**config.mk**
```make
export PLATFORM = sky130hd
export DESIGN_NAME = nvs_sequencer
export DESIGN_NICKNAME = d
export VERILOG_FILES = /design/src/rtl/nvs_pkg.sv /design/src/rtl/nvs_phase_timer.sv /design/src/rtl/nvs_ctrl.sv /design/src/rtl/nvs_arrays.sv /design/src/rtl/nvs_sequencer.sv
export SDC_FILE = /design/constraint.sdc
export NUM_CORES = 1
export LEC_CHECK = 0
export ABC_AREA = 1
export BUFFER_PORTS_ARGS = -buffer_cell sky130_fd_sc_hd__buf_2
export CAP_MARGIN = 20
export CORE_UTILIZATION = 45
export CTS_CLUSTER_SIZE = 28
export DETAILED_ROUTE_END_ITERATION = 10
export GPL_ROUTABILITY_DRIVEN = 0
export GPL_TIMING_DRIVEN = 0
export HOLD_SLACK_MARGIN = 0.12
export PLACE_DENSITY_LB_ADDON = 0.05
export SLEW_MARGIN = 20
export SYNTH_ARGS = -nofsm -noshare
export SYNTH_HDL_FRONTEND = slang
export SYNTH_HIERARCHICAL = 1
export SYNTH_SLANG_ARGS = --single-unit
```
**constraint.sdc**
```tcl
create_clock -name clk -period 10.33 [get_ports clk]
set_input_delay 1.5495 -clock clk [delete_from_list [all_inputs] [get_ports clk]]
set_output_delay 1.5495 -clock clk [all_outputs]
set_load 0.01 [all_outputs]
```
**src/rtl/nvs_pkg.sv**
```systemverilog
package nvs_pkg;

    typedef enum logic [2:0] {
        S_WAIT_PWR,
        S_IDLE,
        S_ST_ERASE,
        S_ST_PROG,
        S_RC_CLEAR,
        S_RC_COPY
    } seq_state_e;

    typedef struct packed {
        logic wipe_work;
        logic load_work;
        logic erase_shadow;
        logic prog_shadow;
    } arr_cmd_t;

    function automatic int first_half(input int n);
        return n / 2;
    endfunction

    function automatic int cnt_bits(input int a, input int b);
        int m;
        m = (a > b) ? a : b;
        return $clog2(m + 1);
    endfunction

    function automatic logic [31:0] seed_word(input int i);
        return 32'((37 * i + 11) % 256);
    endfunction

endpackage

```
**src/rtl/nvs_phase_timer.sv**
```systemverilog
module nvs_phase_timer #(
    parameter int CNT_W = 8
) (
    input  logic             clk,
    input  logic             rst,
    input  logic             load,
    input  logic [CNT_W-1:0] load_val,
    output logic             last
);
    logic [CNT_W-1:0] cnt_q;

    always_ff @(posedge clk) begin
        if (rst) begin
            cnt_q <= '0;
        end else if (load) begin
            cnt_q <= load_val;
        end else if (cnt_q != '0) begin
            cnt_q <= cnt_q - 1'b1;
        end
    end

    assign last = (cnt_q == '0);
endmodule

```
**src/rtl/nvs_ctrl.sv**
```systemverilog
module nvs_ctrl
    import nvs_pkg::*;
#(
    parameter int STORE_CYC   = 20,
    parameter int RECALL_CYC  = 8,
    parameter int RESTORE_CYC = 30,
    parameter int CNT_W       = 8
) (
    input  logic             clk,
    input  logic             rst,
    input  logic             supply_ok,
    input  logic             store_req,
    input  logic             recall_req,
    input  logic             tmr_last,
    output logic             tmr_load,
    output logic [CNT_W-1:0] tmr_val,
    output arr_cmd_t         cmd,
    output logic             busy,
    output logic             ready,
    output logic             store_err
);
    localparam int ERASE_LEN  = first_half(STORE_CYC);
    localparam int PROG_LEN   = STORE_CYC - ERASE_LEN;
    localparam int CLR_LEN    = first_half(RECALL_CYC);
    localparam int CPY_LEN    = RECALL_CYC - CLR_LEN;
    localparam int PU_CPY_LEN = RESTORE_CYC - CLR_LEN;

    localparam logic [CNT_W-1:0] ERASE_LD  = CNT_W'(ERASE_LEN - 1);
    localparam logic [CNT_W-1:0] PROG_LD   = CNT_W'(PROG_LEN - 1);
    localparam logic [CNT_W-1:0] CLR_LD    = CNT_W'(CLR_LEN - 1);
    localparam logic [CNT_W-1:0] CPY_LD    = CNT_W'(CPY_LEN - 1);
    localparam logic [CNT_W-1:0] PU_CPY_LD = CNT_W'(PU_CPY_LEN - 1);

    seq_state_e state_q, state_n;
    logic       pu_q, pu_n;
    logic       rearm_q, rearm_n;
    logic       err_q, err_n;
    logic       sup_q;
    logic       sup_fall;

    assign sup_fall = sup_q && !supply_ok;

    always_ff @(posedge clk) begin
        if (rst) begin
            state_q <= S_WAIT_PWR;
            pu_q    <= 1'b0;
            rearm_q <= 1'b0;
            err_q   <= 1'b0;
            sup_q   <= 1'b0;
        end else begin
            state_q <= state_n;
            pu_q    <= pu_n;
            rearm_q <= rearm_n;
            err_q   <= err_n;
            sup_q   <= supply_ok;
        end
    end

    always_comb begin
        state_n  = state_q;
        pu_n     = pu_q;
        rearm_n  = rearm_q;
        err_n    = err_q;
        tmr_load = 1'b0;
        tmr_val  = '0;
        cmd      = '0;
        unique case (state_q)
            S_WAIT_PWR: begin
                if (supply_ok) begin
                    state_n  = S_RC_CLEAR;
                    pu_n     = 1'b1;
                    rearm_n  = 1'b0;
                    tmr_load = 1'b1;
                    tmr_val  = CLR_LD;
                end
            end
            S_IDLE: begin
                if (recall_req) begin
                    state_n  = S_RC_CLEAR;
                    pu_n     = 1'b0;
                    rearm_n  = 1'b0;
                    tmr_load = 1'b1;
                    tmr_val  = CLR_LD;
                end else if (store_req && supply_ok) begin
                    state_n  = S_ST_ERASE;
                    tmr_load = 1'b1;
                    tmr_val  = ERASE_LD;
                end
            end
            S_ST_ERASE: begin
                if (!supply_ok) begin
                    state_n = S_IDLE;
                    err_n   = 1'b1;
                end else if (tmr_last) begin
                    cmd.erase_shadow = 1'b1;
                    state_n  = S_ST_PROG;
                    tmr_load = 1'b1;
                    tmr_val  = PROG_LD;
                end
            end
            S_ST_PROG: begin
                if (!supply_ok) begin
                    state_n = S_IDLE;
                    err_n   = 1'b1;
                end else if (tmr_last) begin
                    cmd.prog_shadow = 1'b1;
                    state_n = S_IDLE;
                    err_n   = 1'b0;
                end
            end
            S_RC_CLEAR: begin
                if (sup_fall) begin
                    rearm_n = 1'b1;
                end
                if (tmr_last) begin
                    cmd.wipe_work = 1'b1;
                    state_n  = S_RC_COPY;
                    tmr_load = 1'b1;
                    tmr_val  = pu_q ? PU_CPY_LD : CPY_LD;
                end
            end
            S_RC_COPY: begin
                if (tmr_last) begin
                    cmd.load_work = 1'b1;
                    state_n = (rearm_q || sup_fall) ? S_WAIT_PWR : S_IDLE;
                    rearm_n = 1'b0;
                end else if (sup_fall) begin
                    rearm_n = 1'b1;
                end
            end
            default: state_n = S_WAIT_PWR;
        endcase
    end

    assign busy      = (state_q == S_ST_ERASE) || (state_q == S_ST_PROG) ||
                       (state_q == S_RC_CLEAR) || (state_q == S_RC_COPY);
    assign ready     = (state_q == S_IDLE);
    assign store_err = err_q;
endmodule

```
**src/rtl/nvs_arrays.sv**
```systemverilog
module nvs_arrays
    import nvs_pkg::*;
#(
    parameter int DEPTH  = 16,
    parameter int WIDTH  = 8,
    parameter int ADDR_W = 4
) (
    input  logic              clk,
    input  logic              rst,
    input  arr_cmd_t          cmd,
    input  logic              acc_ok,
    input  logic              acc_we,
    input  logic [ADDR_W-1:0] acc_addr,
    input  logic [WIDTH-1:0]  acc_wdata,
    output logic [WIDTH-1:0]  acc_rdata
);
    logic [WIDTH-1:0] work_q   [DEPTH];
    logic [WIDTH-1:0] shadow_q [DEPTH];

    always_ff @(posedge clk) begin
        if (rst) begin
            for (int i = 0; i < DEPTH; i++) begin
                work_q[i]   <= '0;
                shadow_q[i] <= WIDTH'(seed_word(i));
            end
            acc_rdata <= '0;
        end else begin
            for (int i = 0; i < DEPTH; i++) begin
                if (cmd.wipe_work) begin
                    work_q[i] <= '0;
                end else if (cmd.load_work) begin
                    work_q[i] <= shadow_q[i];
                end else if (acc_ok && acc_we && (acc_addr == ADDR_W'(i))) begin
                    work_q[i] <= acc_wdata;
                end
                if (cmd.erase_shadow) begin
                    shadow_q[i] <= '1;
                end else if (cmd.prog_shadow) begin
                    shadow_q[i] <= work_q[i];
                end
            end
            acc_rdata <= (acc_ok && !acc_we) ? work_q[acc_addr] : '0;
        end
    end
endmodule

```
**src/rtl/nvs_sequencer.sv**
```systemverilog
module nvs_sequencer
    import nvs_pkg::*;
#(
    parameter int STORE_CYC   = 2000000,
    parameter int RECALL_CYC  = 4000,
    parameter int RESTORE_CYC = 130000,
    parameter int DEPTH       = 16,
    parameter int WIDTH       = 8,
    localparam int ADDR_W     = $clog2(DEPTH)
) (
    input  logic              clk,
    input  logic              rst,
    input  logic              supply_ok,
    input  logic              store_req,
    input  logic              recall_req,
    input  logic              acc_en,
    input  logic              acc_we,
    input  logic [ADDR_W-1:0] acc_addr,
    input  logic [WIDTH-1:0]  acc_wdata,
    output logic [WIDTH-1:0]  acc_rdata,
    output logic              busy,
    output logic              ready,
    output logic              store_err,
    output logic              wipe_work,
    output logic              load_work,
    output logic              erase_shadow,
    output logic              prog_shadow
);
    localparam int CNT_W = cnt_bits(STORE_CYC, RESTORE_CYC);

    logic             tmr_load;
    logic [CNT_W-1:0] tmr_val;
    logic             tmr_last;
    arr_cmd_t         cmd;

    nvs_ctrl #(
        .STORE_CYC  (STORE_CYC),
        .RECALL_CYC (RECALL_CYC),
        .RESTORE_CYC(RESTORE_CYC),
        .CNT_W      (CNT_W)
    ) ctrl_i (
        .clk       (clk),
        .rst       (rst),
        .supply_ok (supply_ok),
        .store_req (store_req),
        .recall_req(recall_req),
        .tmr_last  (tmr_last),
        .tmr_load  (tmr_load),
        .tmr_val   (tmr_val),
        .cmd       (cmd),
        .busy      (busy),
        .ready     (ready),
        .store_err (store_err)
    );

    nvs_phase_timer #(.CNT_W(CNT_W)) timer_i (
        .clk     (clk),
        .rst     (rst),
        .load    (tmr_load),
        .load_val(tmr_val),
        .last    (tmr_last)
    );

    nvs_arrays #(.DEPTH(DEPTH), .WIDTH(WIDTH), .ADDR_W(ADDR_W)) arrays_i (
        .clk      (clk),
        .rst      (rst),
        .cmd      (cmd),
        .acc_ok   (ready && acc_en),
        .acc_we   (acc_we),
        .acc_addr (acc_addr),
        .acc_wdata(acc_wdata),
        .acc_rdata(acc_rdata)
    );

    assign wipe_work    = cmd.wipe_work;
    assign load_work    = cmd.load_work;
    assign erase_shadow = cmd.erase_shadow;
    assign prog_shadow  = cmd.prog_shadow;
endmodule

```
Yosys cells after proc, flatten, opt, wreduce, memory -nomap -nowiden
Memory sizes are Yosys's and may differ from the RTL's. A register that Yosys moved wholly into a read port is not among the register bits.
Cells that the tools add are included.

word-level totals
  memories kept = 2
  bits in writable memories = 256
  word-level logic and storage cells = 376
  input bits = 19
  register bits = 28
  output and inout port bits = 15

operators by class
  eq/ne operators = 28
  bitwise operators = 81
  muxes and demuxes = 218
  $add $sub $neg = 1
  reductions and logical operators = 40

memory list
  memory             words  bits a word  rd ports  clocked after memory_dff  wr ports  line              RTL
  arrays_i.shadow_q  16     8            16        0                         16        nvs_arrays.sv:18  logic [WIDTH-1:0] shadow_q [DEPTH];
  arrays_i.work_q    16     8            17        1                         16        nvs_arrays.sv:17  logic [WIDTH-1:0] work_q [DEPTH];

operators by type and width
  kind                     count
  $mux W8                  80
  $mux W1                  114
  $mux W21                 5
  $pmux W21 S4             1
  $or A1 B1 Y1             80
  $mux W20                 2
  $eq A4 B4 Y1 const B     8
  $mux W3                  9
  $logic_and A1 B1 Y1      21
  $logic_not A21 Y1        1
  $reduce_bool A21 Y1      1
  $sub A21 B1 Y21 const B  1
  $pmux W3 S6              1
  $mux W17                 1
  $eq A4 B3 Y1 const B     4
  $mux W11                 1
  $ne A3 B2 Y1 const B     3
  $reduce_and A3 Y1        3
  $eq A4 B2 Y1 const B     2
  $pmux W1 S4              2
  $eq A3 B2 Y1 const B     2
  $eq A3 B3 Y1 const B     2
  $ne A2 B2 Y1 const B     3
  $reduce_and A6 Y1        1
  12 further kinds         20

Longest topological paths before layout
Gate-level depths: netlist of run 1.

  word-level depth = 10
  depth in mapped cells = 16
  gate-level depth less buffers = 15

By module
The synthesis of run 1 kept the hierarchy.

modules (own cells, without submodules)
  module           cells an instance  instances  area each (um^2)  sequential area each (um^2)
  nvs_arrays       1,290              1          12,385.6          7,847.5
  nvs_phase_timer  225                1          1,428.9           420.4
  nvs_ctrl         96                 1          603.1             140.1
  nvs_sequencer    2                  1          7.5               0.0

Least setup slack after synthesis of run 1
Ideal clock, no wire load.

  kind = input to register
  start point = in supply_ok
  end point = mem arrays_i.shadow_q[0][0] (enable)
  stages on the path = 8
  required time = 9.847 ns
  library setup time = 0.483 ns
  path slack = 4.891 ns
  path buffers = 2
  arrival = 4.956 ns
  cell sequence = inv_2 nor4_1 nand2_1 inv_1 nand2_2 buf_2 buf_2 nand2_1

RTL lines
  element          line                 RTL
  start, declared  nvs_sequencer.sv:13  input logic supply_ok,
  end, declared    nvs_arrays.sv:18

Worst setup path in the final report of run 1
  start point = reg timer_i.cnt_q[9]
  end point = out load_work

between the ends
  cells in the longest elaborated chain, start to end = 3

ends and longest elaborated chain
  element                 line                   RTL
  start, declared         nvs_phase_timer.sv:10  logic [CNT_W-1:0] cnt_q;
  start signal, assigned  nvs_phase_timer.sv:16  cnt_q <= load_val;
  start signal, assigned  nvs_phase_timer.sv:18  cnt_q <= cnt_q - 1'b1;
  $logic_not A21 Y1       nvs_phase_timer.sv:22  assign last = (cnt_q == '0);
  via tmr_last            nvs_sequencer.sv:33    logic tmr_last;
  $mux W1                 nvs_ctrl.sv:123        if (tmr_last) begin
  $mux W1                 nvs_ctrl.sv:67         unique case (state_q)
  end, declared           nvs_sequencer.sv:25    output logic load_work,

The timed path passes the listed nets, and every way through them passes these cells.

==> results of run 1 <==
## worst max-delay path: stages, from the launching register on
cell,delay [ns]
dfxtp_1,0.35
nor2_2,0.18
nand2_1,0.11
nor2_4,0.16
nand3_1,0.18
inv_1,0.18
inv_1,0.12
nor4_1,0.68
buf_2,0.27
## sequential cells by signal (all words and copies together) (netlist names)
signal	cells
arrays_i/shadow_q	128
timer_i/cnt_q	21
arrays_i/acc_rdata	8
ctrl_i/store_err	1
arrays_i/work_q	128
ctrl_i/sup_q	1
ctrl_i/rearm_q	1
ctrl_i/state_q	3
ctrl_i/pu_q	1
## worst min path at each step
stage	from	endpoint	depth (start not counted)
2_1_floorplan	ctrl_i/rearm_q	ctrl_i/rearm_q	2
3_3_place_gp	ctrl_i/rearm_q	ctrl_i/rearm_q	2
3_5_place_dp	ctrl_i/rearm_q	ctrl_i/rearm_q	2
4_1_cts	ctrl_i/rearm_q	ctrl_i/rearm_q	2
5_1_grt	ctrl_i/rearm_q	ctrl_i/rearm_q	2
6_report	ctrl_i/rearm_q	ctrl_i/rearm_q	2
## logic make-up (layout without fill, tap and decap cells)
group | Yosys count | count (layout) | synth area share [%]
AOI/OAI and AO/OA | 216 | 216 | 7.70
other | 1 | 2 | 0.0260
and+or+nand+nor | 856 | 856 | 26.3
DFF | 292 | 292 | 58.3
xor gates and xnor gates | 5 | 5 | 0.304
adders and majority gates | 2 | 2 | 0.173
buffers and inverters | 241 | 337 | 7.23
## routing by layer
metal | wire length (um) | track usage (%)
met1 | 19100 | 37.5
met5 | 0 | 0
met2 | 19700 | 42.9
met4 | 1020 | 7.05
met3 | 3500 | 4.86
## area by class of cell
cell class / count / share of cell area, %
sequential: 292 / 51.8
multi-input combinational: 1081 / 30.7
clock buffer: 47 / 6.00
buffer: 106 / 3.28
inverter: 135 / 3.14
tap: 402 / 3.10
timing repair buffer: 33 / 1.25
clock inverter: 16 / 0.747
## power by group through the flow
| stage | Combinational (W) | Sequential [W] | Clock (W) |
|---|---|---|---|
| CTS | 0.000705 | 0.00145 | 0.00121 |
| global route | 0.000795 | 0.00146 | 0.00126 |
| global placement | 0.000693 | 0.00148 | 0 |
| floorplan | 0.000523 | 0.00146 | 0 |
| finish | 0.000704 | 0.00145 | 0.00120 |
| detailed placement | 0.000701 | 0.00147 | 0 |
## metrics by stage
step                hold slack (ns)  utilization [%]  power [W]  std cells
finish                        0.464             51.5    0.00336       2112
global route                  0.476             51.5    0.00352       2112
CTS                           0.467             51.5    0.00337       2112
detailed placement            0.459             48.0    0.00218       2049
global placement              0.449             47.8    0.00217       2047
floorplan                     0.433                -    0.00198       1614
## layout by cell type, fill, tap and decap left out, types with 8 or more instances in the layout
master | netlist | layout
nand3_1 | 150 | 150
buf_2 | 30 | 61
dfxtp_1 | 36 | 36
or2_2 | 55 | 55
inv_1 | 121 | 121
o21ai_0 | 135 | 130
nor2_2 | 14 | 14
nor2_1 | 104 | 104
nand2_1 | 485 | 484
nand2_2 | 8 | 8
edfxtp_1 | 256 | 256
buf_4 | 16 | 16
clkinv_1 | 2 | 9
inv_2 | 11 | 11
nand4_1 | 11 | 11
buf_1 | 17 | 17
clkbuf_1 | 38 | 47
a21oi_1 | 18 | 18
o21ai_1 | 51 | 56
nor2_4 | 8 | 8
clkbuf_16 | 0 | 37
==> summary by stage, run 1 <==
Status
The run finished with clean final reports.

Setup path
By startpoint and endpoint, the worst setup path is classified as register to output port. The origin of the worst setup path is timer_i/cnt_q[9]. In this run the critical register-to-register path is launched from timer_i/cnt_q[9]. STA classifies the critical path startpoint as a register. Data on the critical path is required at its endpoint by 8.78 ns. The critical path capture point type is an output port.

The largest driver fanout on the critical path is 5. The capturing point of the worst reg2reg path is arrays_i/shadow_q[0][1]. The setup slack of the most critical reg-to-reg path is between 6 and 7 ns.

Data on the critical path arrives at its endpoint at 2.72 ns. The worst setup path endpoint is load_work. The number of cells on the worst reg-to-reg path is 14.

STA
The clock period minus worst slack is approximately 4.3 ns. For the final database, setup skew stands at 0.0173 ns. At the pin with the least slew margin, the transition time is around 1 ns. Setup violations remaining at the end of the flow were counted as 0. Setup total negative slack on the finished layout was measured at 0 ns. After layout, the worst setup slack is 6.07 ns.

The timing-limited maximum frequency is 234 MHz. The number of hold violations in the final report is 0. After layout, the worst path uses about two fifths of the clock period. The worst pin sits at a relative slew slack of 33.0%.

Setup repair after global routing left no endpoint under its margin. The final count of pins violating max slew is 0.

Synthesis
Synthesis inferred 292 register bits. After synthesis, the cell types taking the most area are edfxtp_1 53%, nand2_1 13%, nand3_1 5.2%, dfxtp_1 5.0%, o21ai_0 4.7%. The synthesized design spends more area on one cell type than any other, namely edfxtp_1. The synthesis warning total is 6.

The top flip-flop cell by instance count after synthesis is edfxtp_1. The number of different library cells used by synthesis comes to 41. The sequential fraction of the synthesis area is 58.3%. Counting flops with an async set or reset pin after synthesis yields a share of 0%.

The commonest cells after synthesis are 485 x nand2_1, 256 x edfxtp_1, 150 x nand3_1. The cell area that synthesis handed to floorplanning was 0.0144 mm^2. A synthesized cell averages 8.94 um^2. Synthesis handed over a netlist of between 1500 and 2000 instances. The synthesized design contains 256 enable-type register cells. The fraction of synthesized cell area taken by the top area cell type is 53.3%. Yosys instantiated no cell more often than nand2_1.

Layout
With fillers left out, the area of the finished cells amounts to 0.0162 mm^2. The area growth from synthesis to layout is 12.6%. The number of antenna diodes in the final layout is 0. The footprint of the multi-input gates is 0.00499 mm^2. The filler cell count in the final layout is 3006. Of the cells placed in the final design, the portion with a size suffix greater than 1 is 14.0%.

The net total in the final layout is about 1700. The register area is 0.00841 mm^2.

Floorplanning
The die covers roughly 0.033 mm^2. Measured along the x axis, the die boundary spans between 150 and 200 um. The starting utilization of the core area is 45.7%. The floorplan step set the die height to 181 um. The total area inside the core boundary comes to 0.0316 mm^2. The count of boundary I/O pins is 34.

In this run the core area contains 65 standard-cell rows.

Drt
The post-detailed-route via-to-cell ratio is 5.44. The routed length per placed instance is 20.5 um. The detailed-route wire length is 43300 um. The number of DRC markers after the initial detailed-route iteration is 1137. After detailed routing, the number of remaining DRC violations is 0.

The count of nets left with antenna violations once routing finished came out at 0. The detailed-router iteration count before antenna repair is 5. The total via count in the routed design is ~11000.

GRT
The first-pass GRT wire length is 66600 um. The total grt overflow is 0. Global routing consumed, over all layers together, 26.8% of the routing resources. The initial antenna violation count was 0. The via count of the first global-routing pass was 11100. Entering global routing, the biggest net connects 45 pins.

Pwr
The power per cell area is 207 mW/mm^2. The cell-internal power is 0.00231 W. IR analysis of the VDD net gives a maximum drop of approximately 0.00014 V. In this run, the combinational gates consume 21.0% of the power. The fraction of power spent switching nets is a little under a third. The share of total power dissipated in the clock network is 35.8%.

The static power due to leakage is a little over 7 nW. The net switching power is between 0.001 and 0.0015 W. The share of total power dissipated in sequential elements is 43.3%.

Clock network
Clock latency on the worst-skew pair, taken at its later pin, is 0.51 ns. Clock-pin slew was measured on the worst setup and hold paths at 0.06 ns. Buffers inserted to repair hold after CTS numbered 0. The number of buffers created by CTS is 35. CTS built an H-tree with a depth of 2. The post-CTS setup buffer count is 0. The clock tree from TritonCTS is built. The number of buffers on the longest clock path is 3.

Clock tree synthesis selected as its root buffer the cell clkbuf_16. Once the clock tree was built, the resizer swapped 0 gates to a different size. Counting every sink on the clock net gives around 300.

Placed design
The post-placement cell area is 0.0151 mm^2. The placed wire-length estimate after detailed placement is 30100 um. At the placement stage, the worst setup path has a slack of 5.93 ns.

The count of buffers added on input and output ports is 31.

Job
Across the run, the number of max-cap violations was 0.

Min path
The worst min-delay path class is register to register.
Note: power is estimated with default switching activity, not from simulation.
==> inputs of run 2 (changes only) <==
Clock period 10.33 ns to 3.75 ns, I/O delays scaled along.
==> summary by stage, run 2 (synthesized netlist as in run 1, its figures left out) <==
Layout
Once layout is complete, the cells apart from fillers number 2112. The post-route netlist has 14.3% of its cells at a drive strength greater than 1. The number of diodes is 0.

After the last flow step, the layout net total stands at 1705. The area overhead of the layout relative to synthesis is 12.9%. The filler cell count in the final layout is 2989.

The largest registers in the layout are arrays_i/shadow_q: 128 flops, arrays_i/work_q: 128 flops, timer_i/cnt_q: 21 flops. The top cell types in the final layout, fill and taps aside, are 484 x nand2_1, 256 x edfxtp_1, 150 x nand3_1. The post-route standard cell area excluding fillers is between 0.015 and 0.02 mm^2. Leaving out fill and tap cells, the most frequent cell in the layout is nand2_1.

Setup path
Along the worst path, the maximum fanout reaches between 40 and 50. For the worst setup path, the data arrival time is between 3 and 4 ns. The kind of launch point of the worst setup path is a register. The critical path is of the register to register type. The critical path capture point type is a register. At the worst endpoint, the required time is 3.98 ns.

Placed design
In this run, placement finished with an instance count of 2048. The total of buffers placed on input and output ports is 31. The placed wire-length estimate after detailed placement is 30000 um. The placed instances occupy a cell area of roughly 0.015 mm^2. The pre-CTS setup slack is 0.129 ns.

Status
The run finished with clean final reports.

Floorplanning
The die area is 0.0328 mm^2. Measured along the x axis, the die boundary spans 181 um. The count of boundary I/O pins is 34. The total area inside the core boundary comes to 0.0316 mm^2. Measured along the y axis, the die boundary spans 181 um. Row generation in the floorplan step produced 65 rows. For this configuration, the core starts out at a cell density of a little under half.

Min path
The worst min-delay path class is input pin to register.

GRT
Global routing finished with a remaining overflow of 0. The all-layer global routing usage is 26.5%. The initial antenna violation count came to 1. The first global-routing pass estimated 65500 um of wire. Entering global routing, the biggest net connects 82 pins. The via count of the first global-routing pass was 10900.

Drt
The number of routed nets with antenna violations is 0. The detailed-route DRC error count is 0. The pre-antenna-repair detailed-routing pass consisted of 5 iterations.

The routed layout has ~11000 vias. The detailed router finished its first iteration with approximately 1200 violations. After detailed routing, the total wire length is 43200 um. The routed length per placed instance is 20.5 um. The post-detailed-route via-to-cell ratio is 5.40.

Clock network
The tree is rooted in a clkbuf_16. The quantity of hold-fixing buffers added after cts is 0. The clock tree from TritonCTS is built.

The H-tree was split into 2 levels. The clock latency on the worst-skew pair is 0.52 ns. TritonCTS created 35 clock buffers. After clock tree synthesis, the clock-pin slew on the worst setup and hold paths is 0.05 ns. The number of buffers on the longest clock path is 3. The clock sink count is 292.

STA
The final period utilization is 92.9%. Static timing analysis puts the maximum clock frequency at 287 MHz. The final count of pins violating max slew came to 0.

The number of endpoints failing setup at the final stage is 0. The worst hold margin is 0.322 ns. Setup repair after global routing left no endpoint under its margin. The number of hold violations in the final report is 0. The relative max-transition margin is 27.5%. The slew at the pin with the worst max-slew slack is 1.09 ns. The routed design could run at a clock period as short as 3.48 ns. The setup total negative slack is 0 ns. The setup clock skew after layout is between 0.015 and 0.02 ns.

The worst setup margin is 0.266 ns.

Job
Across the run, the number of max-cap violations was 0.

Pwr
Summed over all cells, the static leakage comes to 7.07 nW. VDD sags by at most between 0.0005 and 0.0006 V. The power per cell area is between 500 and 600 mW/mm^2.
run 2: critical path, stage by stage, from the launching register on:
cell and delay [ns]:
dfxtp_1 0.29, inv_1 0.14, ha_1 0.21, nand3_1 0.08, nor2_1 0.11, nand3_1 0.17
inv_1 0.19, inv_1 0.13, nor2_2 0.29, nor2_2 0.14, nand2_2 0.17, buf_2 0.32
clkbuf_4 0.32, nand2_8 0.26, clkbuf_16 0.35
run 2: timing repair:
item                                   4_1_cts  5_1_grt
setup endpoints to repair                    0      241
endpoints found under the hold margin        0        0
buffers inserted                             0        0
resized for setup                            0        2
run 2: worst paths after layout:
check	startpoint	to	slack [ns]	cells past startpoint
worst max-delay path	timer_i/cnt_q[0]	arrays_i/shadow_q[0][24]	0.27	14
worst min register to register	ctrl_i/rearm_q	ctrl_i/rearm_q	0.46	2
worst max register to register	timer_i/cnt_q[0]	arrays_i/shadow_q[0][24]	0.27	14
worst min-delay path	rst	ctrl_i/rearm_q	0.32	2
run 2: report_power, final:
part / switching, W / internal, W / total, W
combinational: 0.00133 / 0.000607 / 0.00193
clock: 0.00136 / 0.00200 / 0.00336
sequential: 0.000186 / 0.00381 / 0.00400
run 2: per-stage QoR:
stage | utilization [%] | total power, W
after CTS | 51.5 | 0.00934
after detailed placement | 47.9 | 0.00599
after floorplan | - | 0.00545
after global placement | 47.8 | 0.00597
final | 51.6 | 0.00930
after global routing | 51.6 | 0.00973
run 2: routing by layer:
metal  share of wire [%]  routed length (um)  global-route usage (%)
met5                   0                   0                       0
met4                 1.8                 773                    5.76
met3                 6.2                2660                    3.71
met2                  46               20000                    43.1
met1                  46               19800                    37.8
run 2: layout make-up:
| cell class | count | area, um^2 | share of cell area [%] |
|---|---|---|---|
| buffer | 106 | 536 | 3.29 |
| clock buffer | 48 | 997 | 6.12 |
| clock inverter | 15 | 128 | 0.783 |
| inverter | 135 | 509 | 3.13 |
| multi-input combinational | 1081 | 5000 | 30.7 |
| sequential | 292 | 8410 | 51.6 |
| tap | 402 | 503 | 3.09 |
| timing repair buffer | 33 | 208 | 1.28 |
==> inputs of run 3 (changes only) <==
Settings changed: CORE_ASPECT_RATIO from default to 0.8.
==> summary by stage, run 3 (synthesized netlist as in run 1, its figures left out) <==
Floorplanning
The overall die height is 162 um. The initial utilization of the core area, before any placement, comes to 45.8%. The number of core rows is 58. The core region area is 0.0315 mm^2. The die is 202 um wide. 34 I/O pins were placed. The die area is 0.0328 mm^2.

Pwr
Of the total power, the clock network draws 33.4%. The sequential group share of total power is between 40% and 50%. For this design the static power due to leakage is ~7.0 nW.

In this run switching power makes up a little under a third of total power. The power per cell area is 556 mW/mm^2. The worst vdd rail ir drop is 0.000383 V. Of the total power, combinational logic draws 22.1%. Internal power comes to 0.00611 W. The net switching power is around 0.0029 W.

STA
The slew at the pin with the worst max-slew slack is 1.03 ns. The worst path uses 94.0% of the clock period. After layout, the minimum clock period comes to 3.53 ns. The setup clock skew after layout is 0.0191 ns. The worst hold margin is around 0.24 ns. The number of hold violations in the final report came to 0. Setup repair after global routing left no endpoint under its margin. Setup violations remaining at the end of the flow were counted as 0. Based on the critical path, the design can be clocked at up to 284 MHz. The worst setup margin is 0.225 ns. The final count of pins violating max slew is 0. The relative max-transition margin is 31.0%.

Layout
Cells with a size suffix above 1 make up between 10 and 15% of the layout. The largest registers in the layout are arrays_i/shadow_q: 128 flops, arrays_i/work_q: 128 flops, timer_i/cnt_q: 21 flops. The filler cell count in the final layout is 3036. In the layout the commonest cells are 484 x nand2_1, 256 x edfxtp_1, 150 x nand3_1. The sequential cells in the finished layout cover a total of 0.00841 mm^2. The repair_antennas step left the layout with diodes totalling 0. The multi-input combinational cells in the finished layout cover a total of 0.00502 mm^2. The commonest non-fill, non-tap cell in the layout is nand2_1.

The area overhead of the layout relative to synthesis is 11.9%. The net total in the final layout is ~1700.

Drt
The routed length per placed instance is 20.8 um. The detail route stage leaves a number of antenna-violating nets equal to 0. The detailed-route wire length is 44200 um. The total via count in the routed design is roughly 12000. In this run, the number of DRC markers left after iteration 0 of detailed routing was 1186. The detailed-router iteration count before antenna repair is 5. The post-detailed-route via-to-cell ratio is 5.43. The detailed-route DRC error count is 0.

GRT
Entering global routing, the biggest net connects 67 pins. After global routing the overflow that remains totals 0. The all-layer global routing usage is between 20% and 30%. The first-pass GRT wire length is 66300 um. The via count of the first global-routing pass is 10800. The initial antenna violation count is 1.

Clock network
The tree is rooted in a clkbuf_16. The post-CTS setup buffer count is 0. TritonCTS built the clock tree. The clock sink count is 292. The number of buffers created by CTS is 31. The level count of the clock H-tree is 1. The number of buffers on the longest clock path is 3. The clock latency on the worst-skew pair is about 0.59 ns. The clock-pin slew on the worst setup and hold paths is 0.06 ns.

Placed design
Summed over all nets, the half-perimeter wirelength after detailed placement is slightly above 30000 um. The pre-CTS setup slack is 0.0727 ns. The total of buffers placed on input and output ports is 31.

Setup path
The largest driver fanout on the critical path is 55. The critical path capture point type is a register. The critical path is of the register to register type. Data on the critical path arrives at its endpoint at 3.82 ns. Walking the worst path, the cells encountered are nor2_1 > nand2_1 > nor2_4 > nand3_1 > inv_1 > inv_1 > nor2_2 > nor2_4 > nand2_2 > buf_2 > clkbuf_4 > nand2_8 > buf_16. STA classifies the critical path startpoint as a register.

Among all stages on the critical path, the largest delay is contributed by buf_2. In this design, the stage delay of the slowest critical-path cell is about 0.37 ns. The data required time of the worst path is just over 4 ns.

Status
The flow ran to the end, and the final reports show no timing, DRC or antenna violations.

Job
Across the run, the number of max-cap violations was 0.

Min path
The worst hold path belongs to the class input pin to register.
-- run 3: worst max-delay path, delay by kind of cell, from the launching register on --
| kind | cells | cell delay, ns |
|---|---|---|
| AND/OR/NAND/NOR | 8 | 1.46 |
| buffers and inverters | 5 | 1.35 |
| flip-flops | 1 | 0.35 |
-- run 3: worst paths after layout --
check	startpoint	endpoint	slack (ns)	cells past startpoint
worst max-delay path	timer_i/cnt_q[14]	arrays_i/shadow_q[0][13]	0.22	13
worst min-delay path	rst	ctrl_i/state_q[2]	0.24	2
worst max register to register	timer_i/cnt_q[14]	arrays_i/shadow_q[0][13]	0.22	13
worst min register to register	timer_i/cnt_q[20]	timer_i/cnt_q[20]	0.47	2
-- run 3: layer usage --
| layer | vias to the layer above | track usage, % | wire, um | part of all wire [%] |
|---|---|---|---|---|
| met1 | 5536 | 42.4 | 21300 | 48 |
| met4 | 0 | 5.98 | 947 | 2.1 |
| met3 | 66 | 4.96 | 3750 | 8.5 |
| li1 | 5473 | - | - | - |
| met2 | 462 | 38.6 | 18200 | 41 |
| met5 | - | 0 | 0 | 0 |
-- run 3: final cells by class --
cell class                 instances  area share, %
sequential                       292           52.1
multi-input combinational       1082           31.1
clock buffer                      44           5.23
buffer                           106           3.32
tap                              420           3.26
inverter                         135           3.16
timing repair buffer              33           1.18
clock inverter                    12          0.667
-- run 3: power by group through the flow --
stage | Combinational, W | Clock [W] | Sequential [W]
6_report | 0.00198 | 0.00299 | 0.00400
4_1_cts | 0.00196 | 0.00303 | 0.00399
2_1_floorplan | 0.00144 | 0 | 0.00401
5_1_grt | 0.00221 | 0.00314 | 0.00403
3_3_place_gp | 0.00192 | 0 | 0.00406
3_5_place_dp | 0.00195 | 0 | 0.00406
-- run 3: through the flow --
| step | area (um^2) | utilization (%) | std cells | TNS, ns | total power [W] |
|---|---|---|---|---|---|
| global route | 16100 | 51.2 | 2124 | 0 | 0.00938 |
| floorplan | 14400 | - | 1614 | 0 | 0.00545 |
| global placement | 15100 | 48.0 | 2065 | -183.09 | 0.00599 |
| finish | 16100 | 51.2 | 2124 | 0 | 0.00897 |
| CTS | 16100 | 51.2 | 2123 | 0 | 0.00898 |
| detailed placement | 15200 | 48.1 | 2067 | 0 | 0.00601 |
-- run 3: timing repair --
action / CTS / global route
resized for setup: 0 / 3
endpoints found under the setup margin: 0 / 91
hold buffers: 0 / 0
